==> src/rtl/sdc_pkg.sv <==
package sdc_pkg;

    typedef enum logic [1:0] {
        RSP_NONE = 2'b00,
        RSP_L136 = 2'b01,
        RSP_L48  = 2'b10,
        RSP_L48B = 2'b11
    } rsp_kind_e;

    typedef struct packed {
        logic [5:0] idx;
        logic       dpres;
        logic       idx_chk;
        logic       crc_chk;
        rsp_kind_e  kind;
    } cmd_fields_t;

    typedef enum logic [1:0] {
        PH_IDLE  = 2'd0,
        PH_ISSUE = 2'd1,
        PH_WAIT  = 2'd2
    } phase_e;

    localparam int STS_N    = 5;
    localparam int STS_DONE = 0;
    localparam int STS_TMO  = 1;
    localparam int STS_ERR  = 2;
    localparam int STS_CRC  = 3;
    localparam int STS_IDX  = 4;

endpackage

==> src/rtl/sdc_cmd_decode.sv <==
module sdc_cmd_decode
    import sdc_pkg::*;
(
    input  logic [15:0] reg_i,
    output cmd_fields_t fld_o
);
    always_comb begin
        fld_o.idx     = reg_i[13:8];
        fld_o.dpres   = reg_i[5];
        fld_o.idx_chk = reg_i[4];
        fld_o.crc_chk = reg_i[3];
        fld_o.kind    = rsp_kind_e'(reg_i[1:0]);
    end
endmodule

==> src/rtl/sdc_resp_align.sv <==
module sdc_resp_align
    import sdc_pkg::*;
#(
    parameter int WORD_W    = 32,
    parameter int RSP_WORDS = 4
) (
    input  rsp_kind_e                     kind_i,
    input  logic [RSP_WORDS*WORD_W+7:0]   raw_i,
    input  logic [RSP_WORDS*WORD_W-1:0]   cur_i,
    output logic [RSP_WORDS*WORD_W-1:0]   nxt_o
);
    localparam int RSP_W = RSP_WORDS * WORD_W;

    logic [RSP_W-1:0] stripped;
    assign stripped = {8'h00, raw_i[RSP_W-1:8]};

    for (genvar w = 0; w < RSP_WORDS; w++) begin : g_word
        always_comb begin
            if (kind_i == RSP_L136) begin
                nxt_o[w*WORD_W +: WORD_W] = stripped[w*WORD_W +: WORD_W];
            end else if (w == 0) begin
                nxt_o[w*WORD_W +: WORD_W] = raw_i[WORD_W+7:8];
            end else begin
                nxt_o[w*WORD_W +: WORD_W] = cur_i[w*WORD_W +: WORD_W];
            end
        end
    end
endmodule

==> src/rtl/sdc_sticky.sv <==
module sdc_sticky #(
    parameter int N = 5
) (
    input  logic         clk,
    input  logic         rst_n,
    input  logic [N-1:0] set_i,
    input  logic [N-1:0] clr_i,
    output logic [N-1:0] q_o
);
    logic [N-1:0] bits_d, bits_q;

    for (genvar b = 0; b < N; b++) begin : g_bit
        always_comb begin
            if (set_i[b])      bits_d[b] = 1'b1;
            else if (clr_i[b]) bits_d[b] = 1'b0;
            else               bits_d[b] = bits_q[b];
        end
    end

    always_ff @(posedge clk) begin
        if (!rst_n) bits_q <= '0;
        else        bits_q <= bits_d;
    end

    assign q_o = bits_q;
endmodule

==> src/rtl/sd_cmd_issuer.sv <==
module sd_cmd_issuer
    import sdc_pkg::*;
#(
    parameter int ARG_W     = 32,
    parameter int WORD_W    = 32,
    parameter int RSP_WORDS = 4
) (
    input  logic                          clk,
    input  logic                          rst_n,
    input  logic                          arg_wr,
    input  logic [ARG_W-1:0]              arg_wdata,
    input  logic                          cmd_wr,
    input  logic [15:0]                   cmd_wdata,
    input  logic [4:0]                    sts_clr,
    input  logic                          resp_valid,
    input  logic                          resp_timeout,
    input  logic                          resp_crc_bad,
    input  logic                          resp_idx_bad,
    input  logic [RSP_WORDS*WORD_W+7:0]   resp_raw,
    input  logic [3:0]                    dat_i,
    output logic [31:0]                   pstate,
    output logic [4:0]                    sts,
    output logic [RSP_WORDS*WORD_W-1:0]   rsp_o,
    output logic                          issue_valid,
    output logic [5:0]                    issue_idx,
    output logic [ARG_W-1:0]              issue_arg,
    output logic [1:0]                    issue_kind,
    output logic                          issue_data
);
    localparam int RSP_W = RSP_WORDS * WORD_W;

    typedef struct packed {
        phase_e            phase;
        cmd_fields_t       fld;
        logic [ARG_W-1:0]  arg;
        logic [ARG_W-1:0]  arg_lat;
        logic              dat_inh;
        logic              bwait;
        logic [RSP_W-1:0]  rsp;
    } state_t;

    state_t            st_d, st_q;
    cmd_fields_t       dec_f;
    logic [RSP_W-1:0]  aligned;
    logic [STS_N-1:0]  sts_set;

    sdc_cmd_decode u_dec (
        .reg_i (cmd_wdata),
        .fld_o (dec_f)
    );

    sdc_resp_align #(
        .WORD_W    (WORD_W),
        .RSP_WORDS (RSP_WORDS)
    ) u_align (
        .kind_i (st_q.fld.kind),
        .raw_i  (resp_raw),
        .cur_i  (st_q.rsp),
        .nxt_o  (aligned)
    );

    sdc_sticky #(.N(STS_N)) u_sts (
        .clk   (clk),
        .rst_n (rst_n),
        .set_i (sts_set),
        .clr_i (sts_clr),
        .q_o   (sts)
    );

    always_comb begin
        st_d    = st_q;
        sts_set = '0;

        if (arg_wr) st_d.arg = arg_wdata;

        // busy phase ends once DAT0 returns high after the response
        if (st_q.bwait && dat_i[0]) begin
            st_d.dat_inh = 1'b0;
            st_d.bwait   = 1'b0;
        end

        unique case (st_q.phase)
            PH_IDLE: begin
                if (cmd_wr) begin
                    st_d.fld     = dec_f;
                    st_d.arg_lat = st_q.arg;
                    st_d.phase   = PH_ISSUE;
                    if (dec_f.kind == RSP_L48B) begin
                        st_d.dat_inh = 1'b1;
                        st_d.bwait   = 1'b0;
                    end
                end
            end
            PH_ISSUE: begin
                if (st_q.fld.kind == RSP_NONE) begin
                    sts_set[STS_DONE] = 1'b1;
                    st_d.phase        = PH_IDLE;
                end else begin
                    st_d.phase = PH_WAIT;
                end
            end
            PH_WAIT: begin
                if (resp_timeout) begin
                    sts_set[STS_TMO] = 1'b1;
                    sts_set[STS_ERR] = 1'b1;
                    st_d.phase       = PH_IDLE;
                    if (st_q.fld.kind == RSP_L48B) begin
                        st_d.dat_inh = 1'b0;
                        st_d.bwait   = 1'b0;
                    end
                end else if (resp_valid) begin
                    sts_set[STS_DONE] = 1'b1;
                    if (st_q.fld.crc_chk && resp_crc_bad) begin
                        sts_set[STS_CRC] = 1'b1;
                        sts_set[STS_ERR] = 1'b1;
                    end
                    if (st_q.fld.idx_chk && resp_idx_bad) begin
                        sts_set[STS_IDX] = 1'b1;
                        sts_set[STS_ERR] = 1'b1;
                    end
                    st_d.rsp   = aligned;
                    st_d.phase = PH_IDLE;
                    if (st_q.fld.kind == RSP_L48B) st_d.bwait = 1'b1;
                end
            end
            default: st_d.phase = PH_IDLE;
        endcase
    end

    always_ff @(posedge clk) begin
        if (!rst_n) begin
            st_q <= '0;
        end else begin
            st_q <= st_d;
        end
    end

    assign pstate      = {8'h00, dat_i, 18'h0, st_q.dat_inh, (st_q.phase != PH_IDLE)};
    assign rsp_o       = st_q.rsp;
    assign issue_valid = (st_q.phase == PH_ISSUE);
    assign issue_idx   = st_q.fld.idx;
    assign issue_arg   = st_q.arg_lat;
    assign issue_kind  = st_q.fld.kind;
    assign issue_data  = st_q.fld.dpres;

endmodule

==> config.mk <==
export PLATFORM = sky130hd
export DESIGN_NAME = sd_cmd_issuer
export DESIGN_NICKNAME = d
export VERILOG_FILES = /design/src/rtl/sdc_pkg.sv /design/src/rtl/sdc_cmd_decode.sv /design/src/rtl/sdc_resp_align.sv /design/src/rtl/sdc_sticky.sv /design/src/rtl/sd_cmd_issuer.sv
export SDC_FILE = /design/constraint.sdc
export NUM_CORES = 1
export LEC_CHECK = 0
export BUFFER_PORTS_ARGS = -buffer_cell sky130_fd_sc_hd__buf_4
export CAP_MARGIN = 10
export CORE_ASPECT_RATIO = 1.1
export CORE_MARGIN = 2
export CORE_UTILIZATION = 35
export CTS_CLUSTER_SIZE = 10
export DETAILED_ROUTE_END_ITERATION = 6
export PLACE_DENSITY = 0.61
export SETUP_SLACK_MARGIN = 0.15
export SYNTH_ARGS = -nofsm -noshare
export SYNTH_HDL_FRONTEND = slang
export SYNTH_SLANG_ARGS = --single-unit
export TNS_END_PERCENT = 20
==> constraint.sdc <==
create_clock -name clk -period 1.8 [get_ports clk]
set_clock_uncertainty 0.2 [all_clocks]
set_input_delay 0.09 -clock clk [delete_from_list [all_inputs] [get_ports clk]]
set_output_delay 0.09 -clock clk [all_outputs]
set_load 0.05 [all_outputs]
==> results <==
- The flow ran to the end, and the final reports show no timing, DRC or antenna violations.
- The number of antenna violations at the first check in global routing is 1.
- Sorting the synthesized cells by area gives the leading types as sky130_fd_sc_hd__dfxtp_1, sky130_fd_sc_hd__buf_4, sky130_fd_sc_hd__a21oi_1.
- The overall fraction of global-route tracks in use is a little under a fifth.
- The worst register-to-register path begins at st_q[205].
- The worst hold path startpoint is resp_raw[34].
- In this run the worst setup path terminates at rsp_o[30].
- The number of rows created at floorplan is just over 60.
- The number of flops mapped to enable cells by yosys is 0.
- Global routing used 21.7% of the available met1 tracks.
- The synthesized instance count is 1,090.
- The layout cell share with drive strength beyond 1 is between 30 and 40%.
- The placed cell count is 1,565.
- In this design, the stage delay of the slowest critical-path cell is about 350 ps.
- The worst hold margin is 156 ps.
- The number of endpoints failing setup at the final stage is 0.
- In the routed design, unresolved DRC markers number 0.
- Counting cells, the worst reg-to-reg path comes to 8.
- The most crowded layer after global routing is met2.
- Of the total power, the share spent switching nets is a little over a quarter.
- The signal on the critical path passes through inv_4, ha_4, and3b_4, buf_12, clkbuf_16, clkbuf_16, nand2_1, a21oi_1.
- The global-route wire length before repair is between 40 and 50 mm.
- The total CTS buffers is 24.
- The sum of overflow across all layers after global routing is 0.
- The critical path starts at st_q[205].
- In this run the worst path has a maximum fanout of 6.
- The post-route antenna net violation count is 0.
- The number of primary I/O pins is 408.
- For flop-to-flop paths, the worst setup slack is ~16 ps.
- Dividing the detail-routed via count by the number of cells gives 4.71.
- The tool flagged a number of max-cap violations equal to 0.
- Per report_power, the combinational group accounts for 16.1% of the total.
- The analysis attributes to net switching a power of roughly 2800 uW.
- The number of buffers between clock root and the deepest sink is 3.
- The final critical path time including I/O delays and setup is 1780 ps.
- The cell type group with the largest total delay on the critical path is buffers and inverters.
- CTS built an H-tree with a depth of 1.
- The power density over the cells is approximately 750 mW/mm2.
- The most frequent cell on the critical path is sky130_fd_sc_hd__clkbuf_16.
- The worst pin sits at a relative slew slack of 61.9%.
- Sequential elements use 45.5% of the synthesized area.
- The HPWL after detailed placement is roughly 17 mm.
- sky130_fd_sc_hd__dfxtp_1 takes more of the synthesized area than any other cell.
- The master of the slowest instance on the critical path is sky130_fd_sc_hd__dfxtp_4.
- The die is around 160 um wide.
- The via count of the first global-routing pass is 8,178.
- The area enclosed by the die boundary is 0.0269 mm2.
- The starting density of the core is 35.5%.
- The endpoint of the lowest-slack register-to-register path is rsp_o[30].
- The maximum number of pins on one net before global-route repair is 60.
- The final number of max-transition violations is 0.
- The count of buffers added on input and output ports is about 350.
- For this run, the leading register cell type out of synthesis is sky130_fd_sc_hd__dfxtp_1.
- In the final design database the tool counted about 1,700 nets.
- STA puts the critical path data arrival time at about 2000 ps.
- In this run, flip-flops and latches consume roughly 44% of the power.
- The met2 usage in global routing is between 30% and 40%.
- The leading cell type in the layout, fill and taps excluded is sky130_fd_sc_hd__buf_4.
- The routed layout has 8,586 vias.
- 0 antenna diodes ended up in the layout.
- The count of cells in the finished layout, fillers not included, comes to around 1,800.
- The internal power is roughly 8000 uW.
- The transition time of the tightest slew-check pin is 572 ps.
- After clock tree synthesis, the clock-pin slew on the worst setup and hold paths is around 60 ps.
- The worst setup path is launched from a flip-flop.
- The clock sink count is 204.
- The tree is rooted in a sky130_fd_sc_hd__clkbuf_16.
- The path type of the worst min-delay path is primary input to flip-flop.
- At the worst endpoint, the required time is between 2000 and 2500 ps.
- The average routed wire per standard cell is ~16 um.
- The number of buffer and inverter instances along the worst setup path is 4.
- After synthesis, the share of flip-flops with an asynchronous set or reset is 0%.
- The total of flip-flops plus latches after synthesis is just over 200.
- The netlist uses 27 different library cells.
- The count of routing violations after the opening detailed-route iteration is 587.
- The global placement routability congestion is between 0.7 and 0.8.
- TritonCTS built the clock tree.
- The area of the placeable core is around 0.025 mm2.
- Averaged over all synthesized cells, the footprint is around 8 um2.
- The maximum ir drop on the vdd rail is roughly 0.00067 V.
- Based on the critical path, the design can be clocked at up to between 0.5 and 0.6 GHz.
- In the layout the commonest cells are sky130_fd_sc_hd__buf_4, sky130_fd_sc_hd__dlygate4sd3_1, sky130_fd_sc_hd__dfxtp_1.
- The period utilization is ~99%.
- The height of the die is ~170 um.
- The number of iterations in the first detailed-routing pass is 5.
- The Yosys step of the flow raised 0 warnings.
- The clock power share is around two fifths.
- After synthesis, the largest area contributor takes up 45.5% of total cell area.
- The hold violation total from the final report is 0.
- Global routing used 5.56% of the available met3 tracks.
- The category of the most critical setup path is flip-flop to flip-flop.
- Setup repair after global routing could not meet its margin everywhere.
- Wires add up to about 29 mm.
- The synthesized area is between 0.008 and 0.009 mm2.
- The source-to-sink clock delay at the later pin of the worst-skew pair is 530 ps.
- The leakage power of the design is between 0.005 and 0.006 uW.
- The synthesis-to-finish area growth is 56.9%.
- STA classifies the critical path endpoint as a flip-flop.
- Counting buffers and inverters, the worst setup path is 8 cells deep.
-- worst min-delay path by stage --
| stage | slack [ps] | endpoint | cells after the start |
|---|---|---|---|
| 2_1_floorplan | 7 | u_sts.q_o[2] | 1 |
| 3_3_place_gp | -20 | pstate[22] | 0 |
| 3_5_place_dp | -20 | pstate[22] | 0 |
| 4_1_cts | 130 | issue_idx[5] | 4 |
| 5_1_grt | 150 | rsp_o[26] | 4 |
| 6_report | 160 | rsp_o[26] | 4 |
-- synthesized netlist by cell type, types with 3 or more instances --
library cell and count:
sky130_fd_sc_hd__buf_4 210, sky130_fd_sc_hd__dfxtp_1 204, sky130_fd_sc_hd__a21oi_1 168, sky130_fd_sc_hd__nand2_1 156
sky130_fd_sc_hd__nand3_1 89, sky130_fd_sc_hd__o21ai_0 87, sky130_fd_sc_hd__clkbuf_1 46, sky130_fd_sc_hd__nor2_1 35
sky130_fd_sc_hd__mux2i_1 32, sky130_fd_sc_hd__buf_2 24, sky130_fd_sc_hd__inv_1 8, sky130_fd_sc_hd__o21ai_1 6
sky130_fd_sc_hd__nand2b_1 4, sky130_fd_sc_hd__ha_1 3, sky130_fd_sc_hd__nor2b_1 3
-- layer usage --
layer / routed length [um] / up-vias / part of all wire [%]
li1: - / 4150 / -
met1: 11600 / 4020 / 40
met2: 14400 / 349 / 49
met3: 2260 / 65 / 7.8
met4: 897 / 2 / 3.1
met5: 13 / - / 0.045
-- tightest hold or removal path, delay by kind of cell --
family | cells | cell delay (ps)
buffers and inverters | 2 | 620
AOI/OAI and AO/OA | 1 | 100
and+or+nand+nor | 1 | 40
-- layout make-up --
type	instances	area [um2]
Fill cell	2152	11200
Timing Repair Buffer	603	5480
Sequential cell	204	4090
Multi-Input combinational cell	631	3400
Clock buffer	27	612
Tap cell	346	433
Inverter	8	37.5
Clock inverter	2	21.3
-- kinds of logic (layout without fill, tap and decap cells) --
family | after synthesis | after routing | share of synthesized area, %
AND/OR/NAND/NOR | 295 | 295 | 14.1
adder cells (fa/ha/maj) | 3 | 3 | 0.419
other | 1 | 34 | 0.0418
flip-flops | 204 | 204 | 45.5
buffers and inverters | 288 | 640 | 21.2
AO/OA/AOI/OAI | 267 | 267 | 15.2
multiplexers | 32 | 32 | 3.57
-- state kept, by name (all words and copies together), names as in the netlist --
register    count
rsp_o         120
st_q           37
pstate          1
issue_idx       6
issue_kind      2
u_sts.q_o       5
issue_arg      32
issue_data      1
-- metrics by stage --
step	total power [uW]	TNS [ps]	util, %	cell area, um2	setup slack [ps]
after floorplan	5550	0	-	9100	169
after global placement	5970	0	42.4	10700	78.7
after detailed placement	5970	0	42.4	10700	50.6
after CTS	10600	0	53.4	13500	95.8
after global routing	11000	-62.9	55.7	14100	-35.2
final	10500	0	55.7	14100	16.0
-- repair_timing --
action	in CTS	in global routing
hold buffers	210	0
resized for setup	9	74
pin swaps	2	31
setup endpoints to repair	156	131
gates cloned	0	10
setup buffers	0	7
hold endpoints to repair	207	0
-- power groups by stage --
| stage | sequential [uW] | clock (uW) | combinational, uW |
|---|---|---|---|
| global placement | 4750 | 0 | 1210 |
| detailed placement | 4760 | 0 | 1220 |
| global route | 4670 | 4500 | 1800 |
| finish | 4660 | 4180 | 1700 |
| floorplan | 4750 | 0 | 798 |
| CTS | 4660 | 4340 | 1640 |
(Power assumes the default switching activity.)
